<file path="src/rtl/pkt_rx_pkg.sv">
package pkt_rx_pkg;

    typedef enum logic [0:0] {
        ST_HUNT = 1'b0,
        ST_RECV = 1'b1
    } rx_state_e;

    typedef enum logic [1:0] {
        PH_LEN    = 2'd0,
        PH_DATA   = 2'd1,
        PH_CRC_HI = 2'd2,
        PH_CRC_LO = 2'd3
    } rx_phase_e;

    localparam logic [15:0] CRC_POLY = 16'h8005;
    localparam logic [15:0] CRC_SEED = 16'hFFFF;

    // One byte through the CRC register, most significant bit first.
    function automatic logic [15:0] crc16_step(input logic [15:0] cur, input logic [7:0] b);
        logic [15:0] r;
        r = cur ^ {b, 8'h00};
        for (int i = 0; i < 8; i++) begin
            r = r[15] ? ((r << 1) ^ CRC_POLY) : (r << 1);
        end
        return r;
    endfunction

endpackage

</file>
<file path="src/rtl/prx_sync_det.sv">
module prx_sync_det #(
    parameter int PRE_MIN  = 8,
    parameter int SYNC_MAX = 32
) (
    input  logic                clk,
    input  logic                rst_n,
    input  logic                hunt_i,
    input  logic                bit_i,
    input  logic                bit_vld_i,
    input  logic [SYNC_MAX-1:0] sync_word_i,
    input  logic                long_sync_i,
    output logic                hit_o
);
    localparam int RW   = $clog2(PRE_MIN + 1);
    localparam int HALF = SYNC_MAX / 2;

    typedef struct packed {
        logic [SYNC_MAX-1:0] sh;
        logic                prev;
        logic [RW-1:0]       run;
        logic                armed;
    } det_s;

    det_s q, d;
    logic [SYNC_MAX-1:0] sh_next;
    logic                match;

    always_comb begin
        d       = q;
        hit_o   = 1'b0;
        sh_next = {q.sh[SYNC_MAX-2:0], bit_i};
        match   = long_sync_i ? (sh_next == sync_word_i)
                              : (sh_next[HALF-1:0] == sync_word_i[HALF-1:0]);
        if (!hunt_i) begin
            d.run   = '0;
            d.armed = 1'b0;
        end else if (bit_vld_i) begin
            d.sh   = sh_next;
            d.prev = bit_i;
            if (q.run != '0 && bit_i != q.prev) begin
                if (q.run != RW'(PRE_MIN)) begin
                    d.run = q.run + RW'(1);
                end
            end else begin
                d.run = RW'(1);
            end
            if (d.run == RW'(PRE_MIN)) begin
                d.armed = 1'b1;
            end
            hit_o = q.armed & match;
        end
    end

    always_ff @(posedge clk or negedge rst_n) begin
        if (!rst_n) begin
            q <= '0;
        end else begin
            q <= d;
        end
    end

endmodule

</file>
<file path="src/rtl/prx_byte_asm.sv">
module prx_byte_asm #(
    parameter int BW = 8
) (
    input  logic          clk,
    input  logic          rst_n,
    input  logic          en_i,
    input  logic          bit_i,
    input  logic          bit_vld_i,
    output logic          byte_vld_o,
    output logic [BW-1:0] byte_o
);
    localparam int CW = $clog2(BW);

    typedef struct packed {
        logic [BW-1:0] sh;
        logic [CW-1:0] cnt;
    } asm_s;

    asm_s q, d;

    always_comb begin
        d          = q;
        byte_o     = {q.sh[BW-2:0], bit_i};
        byte_vld_o = en_i & bit_vld_i & (q.cnt == CW'(BW - 1));
        if (!en_i) begin
            d.cnt = '0;
        end else if (bit_vld_i) begin
            d.sh  = byte_o;
            d.cnt = (q.cnt == CW'(BW - 1)) ? '0 : q.cnt + CW'(1);
        end
    end

    always_ff @(posedge clk or negedge rst_n) begin
        if (!rst_n) begin
            q <= '0;
        end else begin
            q <= d;
        end
    end

endmodule

</file>
<file path="src/rtl/prx_emit_q.sv">
module prx_emit_q #(
    parameter int DEPTH = 4,
    parameter int W     = 8
) (
    input  logic                    clk,
    input  logic                    rst_n,
    input  logic                    push_i,
    input  logic [$clog2(DEPTH+1)-1:0] push_n_i,
    input  logic [DEPTH-1:0][W-1:0] push_data_i,
    input  logic                    eop_req_i,
    output logic                    wr_en_o,
    output logic [W-1:0]            wr_data_o,
    output logic                    eop_o
);
    localparam int NW = $clog2(DEPTH + 1);

    typedef struct packed {
        logic [DEPTH-1:0][W-1:0] mem;
        logic [NW-1:0]           cnt;
        logic                    eop_pend;
        logic                    wr;
        logic [W-1:0]            data;
        logic                    eop;
    } emq_s;

    emq_s q, d;

    always_comb begin
        d     = q;
        d.wr  = 1'b0;
        d.eop = 1'b0;
        if (q.cnt != '0) begin
            d.wr   = 1'b1;
            d.data = q.mem[0];
            for (int i = 0; i < DEPTH - 1; i++) begin
                d.mem[i] = q.mem[i+1];
            end
            d.cnt = q.cnt - NW'(1);
            if (q.cnt == NW'(1) && q.eop_pend) begin
                d.eop      = 1'b1;
                d.eop_pend = 1'b0;
            end
        end
        if (push_i) begin
            d.mem      = push_data_i;
            d.cnt      = push_n_i;
            d.eop_pend = eop_req_i;
            if (push_n_i == '0 && eop_req_i) begin
                d.eop      = 1'b1;
                d.eop_pend = 1'b0;
            end
        end
    end

    always_ff @(posedge clk or negedge rst_n) begin
        if (!rst_n) begin
            q <= '0;
        end else begin
            q <= d;
        end
    end

    assign wr_en_o   = q.wr;
    assign wr_data_o = q.data;
    assign eop_o     = q.eop;

    // a new packet burst only arrives once the previous one has drained
    a_r9_push_into_empty: assert property (@(posedge clk) disable iff (!rst_n)
        push_i |-> (q.cnt == '0));

endmodule

</file>
<file path="src/rtl/pkt_rx_handler.sv">
module pkt_rx_handler
    import pkt_rx_pkg::*;
#(
    parameter int PRE_MIN  = 8,
    parameter int SYNC_MAX = 32
) (
    input  logic                clk,
    input  logic                rst_n,
    input  logic                bit_i,
    input  logic                bit_vld_i,
    input  logic [SYNC_MAX-1:0] sync_word_i,
    input  logic                long_sync_i,
    input  logic                var_len_i,
    input  logic [7:0]          fix_len_i,
    input  logic                addr_chk_i,
    input  logic [7:0]          addr_i,
    input  logic                crc_en_i,
    input  logic                status_en_i,
    input  logic [7:0]          rssi_i,
    input  logic [6:0]          lqi_i,
    output logic                wr_en_o,
    output logic [7:0]          wr_data_o,
    output logic                sync_pulse_o,
    output logic                eop_pulse_o,
    output logic                crc_ok_o
);
    localparam int BW    = 8;
    localparam int QD    = 4;
    localparam int QNW   = $clog2(QD + 1);

    typedef struct packed {
        rx_state_e   st;
        rx_phase_e   ph;
        logic [7:0]  rem;
        logic        addr_next;
        logic [7:0]  held;
        logic [15:0] crc;
        logic [7:0]  crc_hi;
        logic        sync;
        logic        crc_ok;
    } ctl_s;

    ctl_s q, d;

    logic                 hit;
    logic                 byte_vld;
    logic [BW-1:0]        rx_byte;
    logic                 push;
    logic [QNW-1:0]       pn;
    logic [QD-1:0][BW-1:0] pd;
    logic                 eop_req;
    logic                 fin;
    logic                 fin_ok;
    logic                 keep;

    prx_sync_det #(.PRE_MIN(PRE_MIN), .SYNC_MAX(SYNC_MAX)) u_sync (
        .clk         (clk),
        .rst_n       (rst_n),
        .hunt_i      (q.st == ST_HUNT),
        .bit_i       (bit_i),
        .bit_vld_i   (bit_vld_i),
        .sync_word_i (sync_word_i),
        .long_sync_i (long_sync_i),
        .hit_o       (hit)
    );

    prx_byte_asm #(.BW(BW)) u_asm (
        .clk        (clk),
        .rst_n      (rst_n),
        .en_i       (q.st == ST_RECV),
        .bit_i      (bit_i),
        .bit_vld_i  (bit_vld_i),
        .byte_vld_o (byte_vld),
        .byte_o     (rx_byte)
    );

    always_comb begin
        d       = q;
        d.sync  = 1'b0;
        pn      = '0;
        pd      = '0;
        eop_req = 1'b0;
        fin     = 1'b0;
        fin_ok  = 1'b0;
        keep    = 1'b1;
        if (q.st == ST_HUNT) begin
            if (hit) begin
                d.st        = ST_RECV;
                d.ph        = var_len_i ? PH_LEN : PH_DATA;
                d.rem       = fix_len_i;
                d.addr_next = addr_chk_i;
                d.crc       = CRC_SEED;
                d.sync      = 1'b1;
                d.crc_ok    = 1'b0;
            end
        end else if (byte_vld) begin
            case (q.ph)
                PH_LEN: begin
                    if (rx_byte == '0) begin
                        d.st = ST_HUNT;                 // empty packet dropped
                    end else begin
                        d.rem  = rx_byte;
                        d.held = rx_byte;
                        d.crc  = crc16_step(q.crc, rx_byte);
                        d.ph   = PH_DATA;
                        if (!q.addr_next) begin
                            pd[pn[1:0]] = rx_byte;
                            pn          = pn + QNW'(1);
                        end
                    end
                end
                PH_DATA: begin
                    d.crc = crc16_step(q.crc, rx_byte);
                    d.rem = q.rem - 8'd1;
                    if (q.addr_next) begin
                        d.addr_next = 1'b0;
                        if (rx_byte != addr_i) begin
                            d.st = ST_HUNT;             // foreign address
                            keep = 1'b0;
                        end else if (var_len_i) begin
                            pd[pn[1:0]] = q.held;       // release the held length byte
                            pn          = pn + QNW'(1);
                        end
                    end
                    if (keep) begin
                        pd[pn[1:0]] = rx_byte;
                        pn          = pn + QNW'(1);
                        if (q.rem == 8'd1) begin
                            if (crc_en_i) begin
                                d.ph = PH_CRC_HI;
                            end else begin
                                fin = 1'b1;
                            end
                        end
                    end
                end
                PH_CRC_HI: begin
                    d.crc_hi = rx_byte;
                    d.ph     = PH_CRC_LO;
                end
                default: begin
                    fin    = 1'b1;
                    fin_ok = (q.crc == {q.crc_hi, rx_byte});
                end
            endcase
            if (fin) begin
                d.st     = ST_HUNT;
                d.crc_ok = fin_ok;
                eop_req  = 1'b1;
                if (status_en_i) begin
                    pd[pn[1:0]] = rssi_i;
                    pn          = pn + QNW'(1);
                    pd[pn[1:0]] = {fin_ok, lqi_i};
                    pn          = pn + QNW'(1);
                end
            end
        end
        push = (pn != '0) | eop_req;
    end

    always_ff @(posedge clk or negedge rst_n) begin
        if (!rst_n) begin
            q     <= '0;
            q.crc <= CRC_SEED;
        end else begin
            q <= d;
        end
    end

    prx_emit_q #(.DEPTH(QD), .W(BW)) u_emit (
        .clk         (clk),
        .rst_n       (rst_n),
        .push_i      (push),
        .push_n_i    (pn),
        .push_data_i (pd),
        .eop_req_i   (eop_req),
        .wr_en_o     (wr_en_o),
        .wr_data_o   (wr_data_o),
        .eop_o       (eop_pulse_o)
    );

    assign sync_pulse_o = q.sync;
    assign crc_ok_o     = q.crc_ok;

    // a sync pulse only follows a cycle spent hunting
    a_r1_sync_from_hunt: assert property (@(posedge clk) disable iff (!rst_n)
        sync_pulse_o |-> ($past(q.st) == ST_HUNT));

    // byte writes of one packet never overlap the next sync
    a_r9_no_wr_at_sync: assert property (@(posedge clk) disable iff (!rst_n)
        sync_pulse_o |-> !wr_en_o);

    // end pulse lasts a single cycle
    a_r8_eop_single: assert property (@(posedge clk) disable iff (!rst_n)
        eop_pulse_o |=> !eop_pulse_o);

    // the CRC verdict is cleared whenever a new packet starts
    a_r5_crc_flag_cleared: assert property (@(posedge clk) disable iff (!rst_n)
        sync_pulse_o |-> !crc_ok_o);

endmodule

</file>
<file path="config.mk">
export PLATFORM = sky130hd
export DESIGN_NAME = pkt_rx_handler
export DESIGN_NICKNAME = d
export VERILOG_FILES = /design/src/rtl/pkt_rx_pkg.sv /design/src/rtl/prx_sync_det.sv /design/src/rtl/prx_byte_asm.sv /design/src/rtl/prx_emit_q.sv /design/src/rtl/pkt_rx_handler.sv
export SDC_FILE = /design/constraint.sdc
export NUM_CORES = 1
export LEC_CHECK = 0
export BUFFER_PORTS_ARGS = -buffer_cell sky130_fd_sc_hd__buf_2
export CAP_MARGIN = 10
export CELL_PAD_IN_SITES_DETAIL_PLACEMENT = 0
export CELL_PAD_IN_SITES_GLOBAL_PLACEMENT = 2
export CORE_MARGIN = 5
export CORE_UTILIZATION = 40
export DETAILED_ROUTE_END_ITERATION = 8
export GPL_TIMING_DRIVEN = 0
export PLACE_DENSITY_LB_ADDON = 0.1
export RECOVER_POWER = 50
export SYNTH_ARGS = -nofsm -noshare
export SYNTH_HDL_FRONTEND = slang
export SYNTH_SLANG_ARGS = --single-unit
</file>
<file path="constraint.sdc">
create_clock -name clk -period 9.2 [get_ports clk]
set_clock_uncertainty 0.2 [all_clocks]
set_input_delay 0.46 -clock clk [delete_from_list [all_inputs] [get_ports clk]]
set_output_delay 0.46 -clock clk [all_outputs]
set_load 0.1 [all_outputs]
</file>
Word-level counts from Yosys, hierarchy flattened
Cells that the tools add are included.
{ "op_classes": {"n_addsub": 7, "n_lt_le_gt_ge": 6, "eq_ne": 22, "muxes": 114, "n_bitwise": 15, "reduce_logical": 29} }
{ "op_table": {"columns": ["op", "n"], "rows": [
  ["$mux 16", 10],
  ["$mux 32", 5],
  ["$mux 8", 15],
  ["$bwmux 32", 3],
  ["$mux 24", 4],
  ["$demux 8 s2", 3],
  ["$mux 44", 1],
  ["$mux 3", 13],
  ["$mux 1", 38],
  ["$mux 38", 1],
  ["$eq 16x16->1", 2],
  ["$eq 32x32->1", 1],
  ["$pmux 16 s2", 1],
  ["$pmux 8 s2", 2],
  ["$mux 28", 1],
  ["$mux 12", 2],
  ["$not 3->3", 8],
  ["$mux 4", 4],
  ["$xor 16x16->16", 1],
  ["$add 3x1->3 const B", 4],
  ["$ne 3x3->1 const B", 4],
  ["$mux 10", 1],
  ["$mux 5", 2],
  ["$reduce_bool 2->1", 5],
  ["37 further kinds", 62]
]} }
{ "word_totals": {"register_bits": 139, "in_bits": 72, "elab_cells": 217} }

Longest topological paths before layout
{ "logic_depth": {"word_depth": 22, "ltp_mapped": 12, "depth_no_buf": 9} }

Cells and area by module
Synthesis repeated with hierarchy kept, for this count alone.
{ "unflattened": {"cells_unflattened": 763, "hier_area_um2": 8076.5} }
{ "modules_own_cells": {"columns": ["mod", "n_inst", "cells_each", "area_per_inst_um2", "seq_area_each_um2"], "rows": [
  ["pkt_rx_handler", 1, 405, 3699.8, 1171.1],
  ["prx_emit_q", 1, 176, 2065.7, 1151.1],
  ["prx_sync_det", 1, 147, 1833.0, 900.9],
  ["prx_byte_asm", 1, 35, 478.0, 250.2]
]} }

Least setup slack after synthesis
No wires, ideal clock.
{ "synth_timing": {"kind": "register to register", "start": "register u_asm.q (netlist bit u_asm.byte_o[4])", "end": "register u_emit.q[20] (netlist bit)", "setup_time_ns": 0.137, "arrival_time_ns": 2.871, "required_ns": 8.863, "path_slack_ns": 5.992, "path_stages_with_launch": 13, "path_buffers": 3, "cell_sequence": "dfrtp_1 buf_2 xnor2_1 nand4_1 o21ai_0 ha_1 a21o_1 buf_2 nor2_2 or4b_1 buf_2 a222oi_1 a21oi_1"} }
{ "synth_via": {"elab_chain_len": 22, "word_cells_on_any_way": 67, "cone_classes": "add/sub (3); order compare (6); eq/ne (1); mux (50); bitwise (1); reduce/logical (6)"} }
{ "synth_lines": {"columns": ["element", "line", "rtl"], "rows": [
  ["from (decl)", "prx_byte_asm.sv:19", "asm_s q, d;"],
  ["from (signal assigned)", "prx_byte_asm.sv:35", "q <= '0;"],
  ["from (signal assigned)", "prx_byte_asm.sv:37", "q <= d;"],
  ["$ne 8x8->1", "pkt_rx_handler.sv:117", "if (rx_byte != addr_i) begin"],
  ["$mux 1", "pkt_rx_handler.sv:117", null],
  ["$mux 1", "pkt_rx_handler.sv:115", "if (q.addr_next) begin"],
  ["$mux 3", "pkt_rx_handler.sv:97", "case (q.ph)"],
  ["$mux 3", "pkt_rx_handler.sv:96", "end else if (byte_vld) begin"],
  ["$mux 3", "pkt_rx_handler.sv:86", "if (q.st == ST_HUNT) begin"],
  ["$add 3x1->3, or another cell as far along", "pkt_rx_handler.sv:127", "pn = pn + QNW'(1);"],
  ["$mux 3 / $logic_and 1x1->1 (equally long branches)", "pkt_rx_handler.sv:125, pkt_rx_handler.sv:126", null],
  ["(+6 left out)", null, null],
  ["$mux 8 (not written as such), or another cell as far along", "pkt_rx_handler.sv:153", "pd[pn[1:0]] = {fin_ok, lqi_i};"],
  ["$demux 8 s2 / $bwmux 32 (equally long branches)", "pkt_rx_handler.sv:153, pkt_rx_handler.sv:151", null],
  ["$bwmux 32", "pkt_rx_handler.sv:153", null],
  ["$mux 32", "pkt_rx_handler.sv:150", "if (status_en_i) begin"],
  ["$mux 32", "pkt_rx_handler.sv:146", "if (fin) begin"],
  ["$mux 32", "pkt_rx_handler.sv:96", null],
  ["$mux 32", "pkt_rx_handler.sv:86", null],
  ["$mux 28", "prx_emit_q.sv:44", "if (push_i) begin"],
  ["to (signal assigned)", "prx_emit_q.sv:57", "q <= '0;"],
  ["to (signal assigned)", "prx_emit_q.sv:59", "q <= d;"],
  ["to (decl)", "prx_emit_q.sv:26", "emq_s q, d;"]
]} }
Parallel ways exist; a longest one is shown, timed or not. The select of a mux whose other input is x is not followed.
A chain may end at the register's enable or synchronous reset.

Worst setup path after layout
{ "layout_timing": {"start": "register u_asm.q (netlist bit u_asm.byte_o[3])", "end": "register u_emit.q[20] (netlist bit)"} }
Same word-level chain as after synthesis.

==> metrics.md <==
| Metric | Value |
|---|---|
| # IOs | `between 80 and 90` |
| Vias in the first global route | `6212` |
| Largest net degree at the start of global routing | `between 90 and 100` |
| R2r startpoint | `u_asm.byte_o[3]` |
| Cell area power density | `184 nW/µm²` |
| Min-Delay Startpoint | `addr_chk_i` |
| Commonest cells in the netlist | `122 x dfrtp_1, 71 x mux2_2, 46 x o21ai_0` |
| H-tree depth | `4` |
| Max_cap viols | `1` |
| Starting Density | `approximately two fifths` |
| Vias/cell | `5.41` |
| Die ar. | `roughly 22000 µm²` |
| Core Area | `between 15000 and 20000 µm²` |
| CP Class | `register to register` |
| Period utilization | `between 40% and 50%` |
| Routability Congestion | `around 0.85` |
| Worst skew pair latency | `0.42 ns` |
| CTS tree | `done` |
| Max-slew violation count | `49` |
| Required @ worst endpoint | `about 9.3 ns` |
| Finish-stage setup viols | `0` |
| Fin. Hold Viols | `0` |
| Multi-input gate area | `about 3900 µm²` |
| Nature of the critical path endpoint | `register` |
| Worst-path fanout max | `10` |
| GRT Overall Usage | `about a fifth` |
| Fillcell total | `about 1800` |
| Post-Syn Area per Cell | `approximately 11 µm²` |
| DP Wirelength | `roughly 15 mm` |
| CTS buffer count | `17` |
| Initial antenna violation count | `0` |
| Post-route minimum period | `~4 ns` |
| Register area | `roughly 3500 µm²` |
| Register area share after synthesis | `45.6%` |
| Worst Setup SP | `u_asm.byte_o[3]` |
| Area grow syn2layout | `18.4%` |
| Die Y | `148 µm` |
| Buffers on Ports | `between 80 and 90` |
| Main area contributors after synthesis | `dfrtp_1 40%, mux2_2 10%, dfstp_2 5.5%` |
| Antenna diodes | `0` |
| Synth top area share | `between 40% and 50%` |
| FP Rows | `50` |
| Primary FF master, synth | `dfrtp_1` |
| Synth Register Bits | `138` |
| Synthesis Warnings | `0` |
| RSZ-0062 raised after global routing | `false` |
| DRC violations left | `0` |
| Global route overflow | `0` |
| Worst-Margin Slew | `roughly 2.8 ns` |
| Clk slew on worst S/H paths | `around 0.06 ns` |
| Outcome | `finished with violations` |
| Slowest-stage cell, CP | `o21ai_0` |
| Clock sink total | `between 100 and 150` |
| DRT iter0 DRCs | `roughly 340` |
| Ys async rst share | `100%` |
| Failing checks | `max-capacitance violations, max-slew violations` |
| CP Launch Type | `register` |
| CP peak stage delay | `around 0.51 ns` |
| Leakage power total | `between 0.004 and 0.005 µW` |
| CTS Buffer Depth | `2` |
| Hold Path Class | `primary input to register` |
| Crit-path cells | `buf_2 > xnor2_1 > nand4_1 > o21ai_0 > ha_1 > a21o_1 > buf_2 > nor2_2 > or4b_1 > buf_2 > a222oi_1 > a21oi_1` |
| Post-synth EDFFs | `0` |
| First-pass GRT wire length | `approximately 33 mm` |
| Final net count | `906` |
| Critical path's most frequent cell | `buf_2` |
| Die X | `between 100 and 150 µm` |
| Util after Layout | `between 40% and 50%` |
| FMAX | `approximately 0.25 GHz` |
| Syn Inst Count | `a little over 700` |
| Most common cell in the netlist | `dfrtp_1` |
| Dominant cell type by area after synthesis | `dfrtp_1` |
| Synthesized area | `around 7600 µm²` |
| Slew headroom | `-89.8%` |
| CP Data Arrival Time | `roughly 4.1 ns` |
| First-pass detailed-route iteration total | `5` |
| Vias | `5781` |
| Syn nets | `801` |
| Total setup buffers inserted after CTS | `0` |
| Total wire length | `around 20 mm` |
| Routed len/inst | `~19 µm` |
| Layout cells sized above 1 | `roughly 27%` |
| Root Driver | `clkbuf_16` |
| Distinct cells, synth | `58` |
| Routed Antenna Nets | `0` |
| Worst IR drop on VDD | `0.127 mV` |
| Setup TNS | `0 ns` |
-- critical path, delay by kind of cell, from the launching register on --
| family | cells | cell delay [ns] |
|---|---|---|
| fa+ha+maj | 1 | 0.29 |
| xor+xnor | 1 | 0.16 |
| buf+inv | 3 | 0.76 |
| compound gates | 4 | 1.19 |
| simple gates | 3 | 0.92 |
| flops | 1 | 0.34 |
-- state kept, by name (all words and copies together), names as in the netlist --
register,cells
u_emit.wr_data_o,8
u_emit.wr_en_o,1
u_emit.q,36
u_emit.eop_o,1
u_asm.byte_o,7
crc_ok_o,1
u_asm.q,3
u_sync.q,36
q,44
sync_pulse_o,1
-- per-layer routing --
metal	part of all wire, %	routed length, µm	global-route usage (%)	up-vias
li1	-	-	-	2793
met1	45	9120	24.4	2874
met2	51	10300	32.8	95
met3	2.8	576	3.38	19
met4	0.97	197	5.45	0
met5	0	0	0	-
-- cell usage in the layout, fill, tap and decap left out, types with 8 or more instances in the layout --
master / synthesis / layout
a22o_1: 11 / 11
buf_4: 8 / 8
xnor2_1: 41 / 41
a21oi_1: 42 / 42
inv_1: 15 / 15
buf_2: 8 / 89
a22oi_1: 9 / 9
mux2i_1: 28 / 28
nor2b_1: 9 / 9
o22ai_1: 11 / 11
dfrtp_1: 122 / 122
nor4_1: 13 / 13
o21ai_0: 46 / 46
a211oi_1: 17 / 17
dfstp_2: 16 / 16
ha_1: 13 / 13
nand2_1: 42 / 42
nand4_1: 9 / 9
nand3_1: 8 / 8
xor2_1: 43 / 43
nor2_1: 33 / 33
mux2_2: 71 / 71
clkbuf_1: 31 / 32
clkbuf_16: 0 / 17
-- cells by family after synthesis --
logic type                 after synthesis  share of synthesized area [%]
DFF                                    138                           45.6
buffers and inverters                   66                           3.87
xor gates and xnor gates                86                           10.3
muxes                                   99                           14.2
adders and majority gates               13                           2.13
AOI/OAI and AO/OA                      172                           14.7
and+or+nand+nor                        142                           9.30
-- stage by stage --
stage          worst slack [ns]  hold WS, ns  instances  total power, µW  cell area [µm²]
6_report                   5.20       0.0716       1068             1660             9030
3_5_place_dp               5.22        0.244       1034              926             8370
5_1_grt                    4.86       0.0612       1068             1730             9030
2_1_floorplan              5.99      -0.0356        716              851             7620
3_3_place_gp               5.15        0.266       1032              913             8330
4_1_cts                    5.20       0.0569       1068             1680             9030
-- path summary, 6_finish.rpt --
| check | to | slack [ns] | depth (start not counted) |
|---|---|---|---|
| hold reg to reg | u_emit.q[41] | 0.29 | 2 |
| setup / recovery | u_emit.q[20] | 5.20 | 12 |
| hold / removal | q[34] | 0.07 | 2 |
| min in group asynchronous | u_emit.wr_data_o[5] | 1.29 | 2 |
| setup reg to reg | u_emit.q[20] | 5.20 | 12 |
| max in group asynchronous | q[39] | 5.89 | 2 |
-- repair_timing --
action                                 4_1_cts  5_1_grt
endpoints found under the hold margin       49        0
hold buffers                                 2        0
gates resized for setup                      0        0
-- power by group --
group	switching (µW)	leakage, µW	total [µW]	internal [µW]
clock	276	0.000302	746	470
combinational	84.5	0.00208	186	102
sequential	58.6	0.00172	727	668
total	419	0.00409	1660	1240
-- final cells by class --
cell class              instances  area share (%)
repair buffers                 86            5.17
plain buffers                  51            2.65
well taps                     234            3.24
flip-flops and latches        138            38.5
inverters                      15           0.624
multi-input cells             512            42.7
clock inverters                13            2.11
clock buffers                  19            5.02
Power figures use the tool's default switching activity.
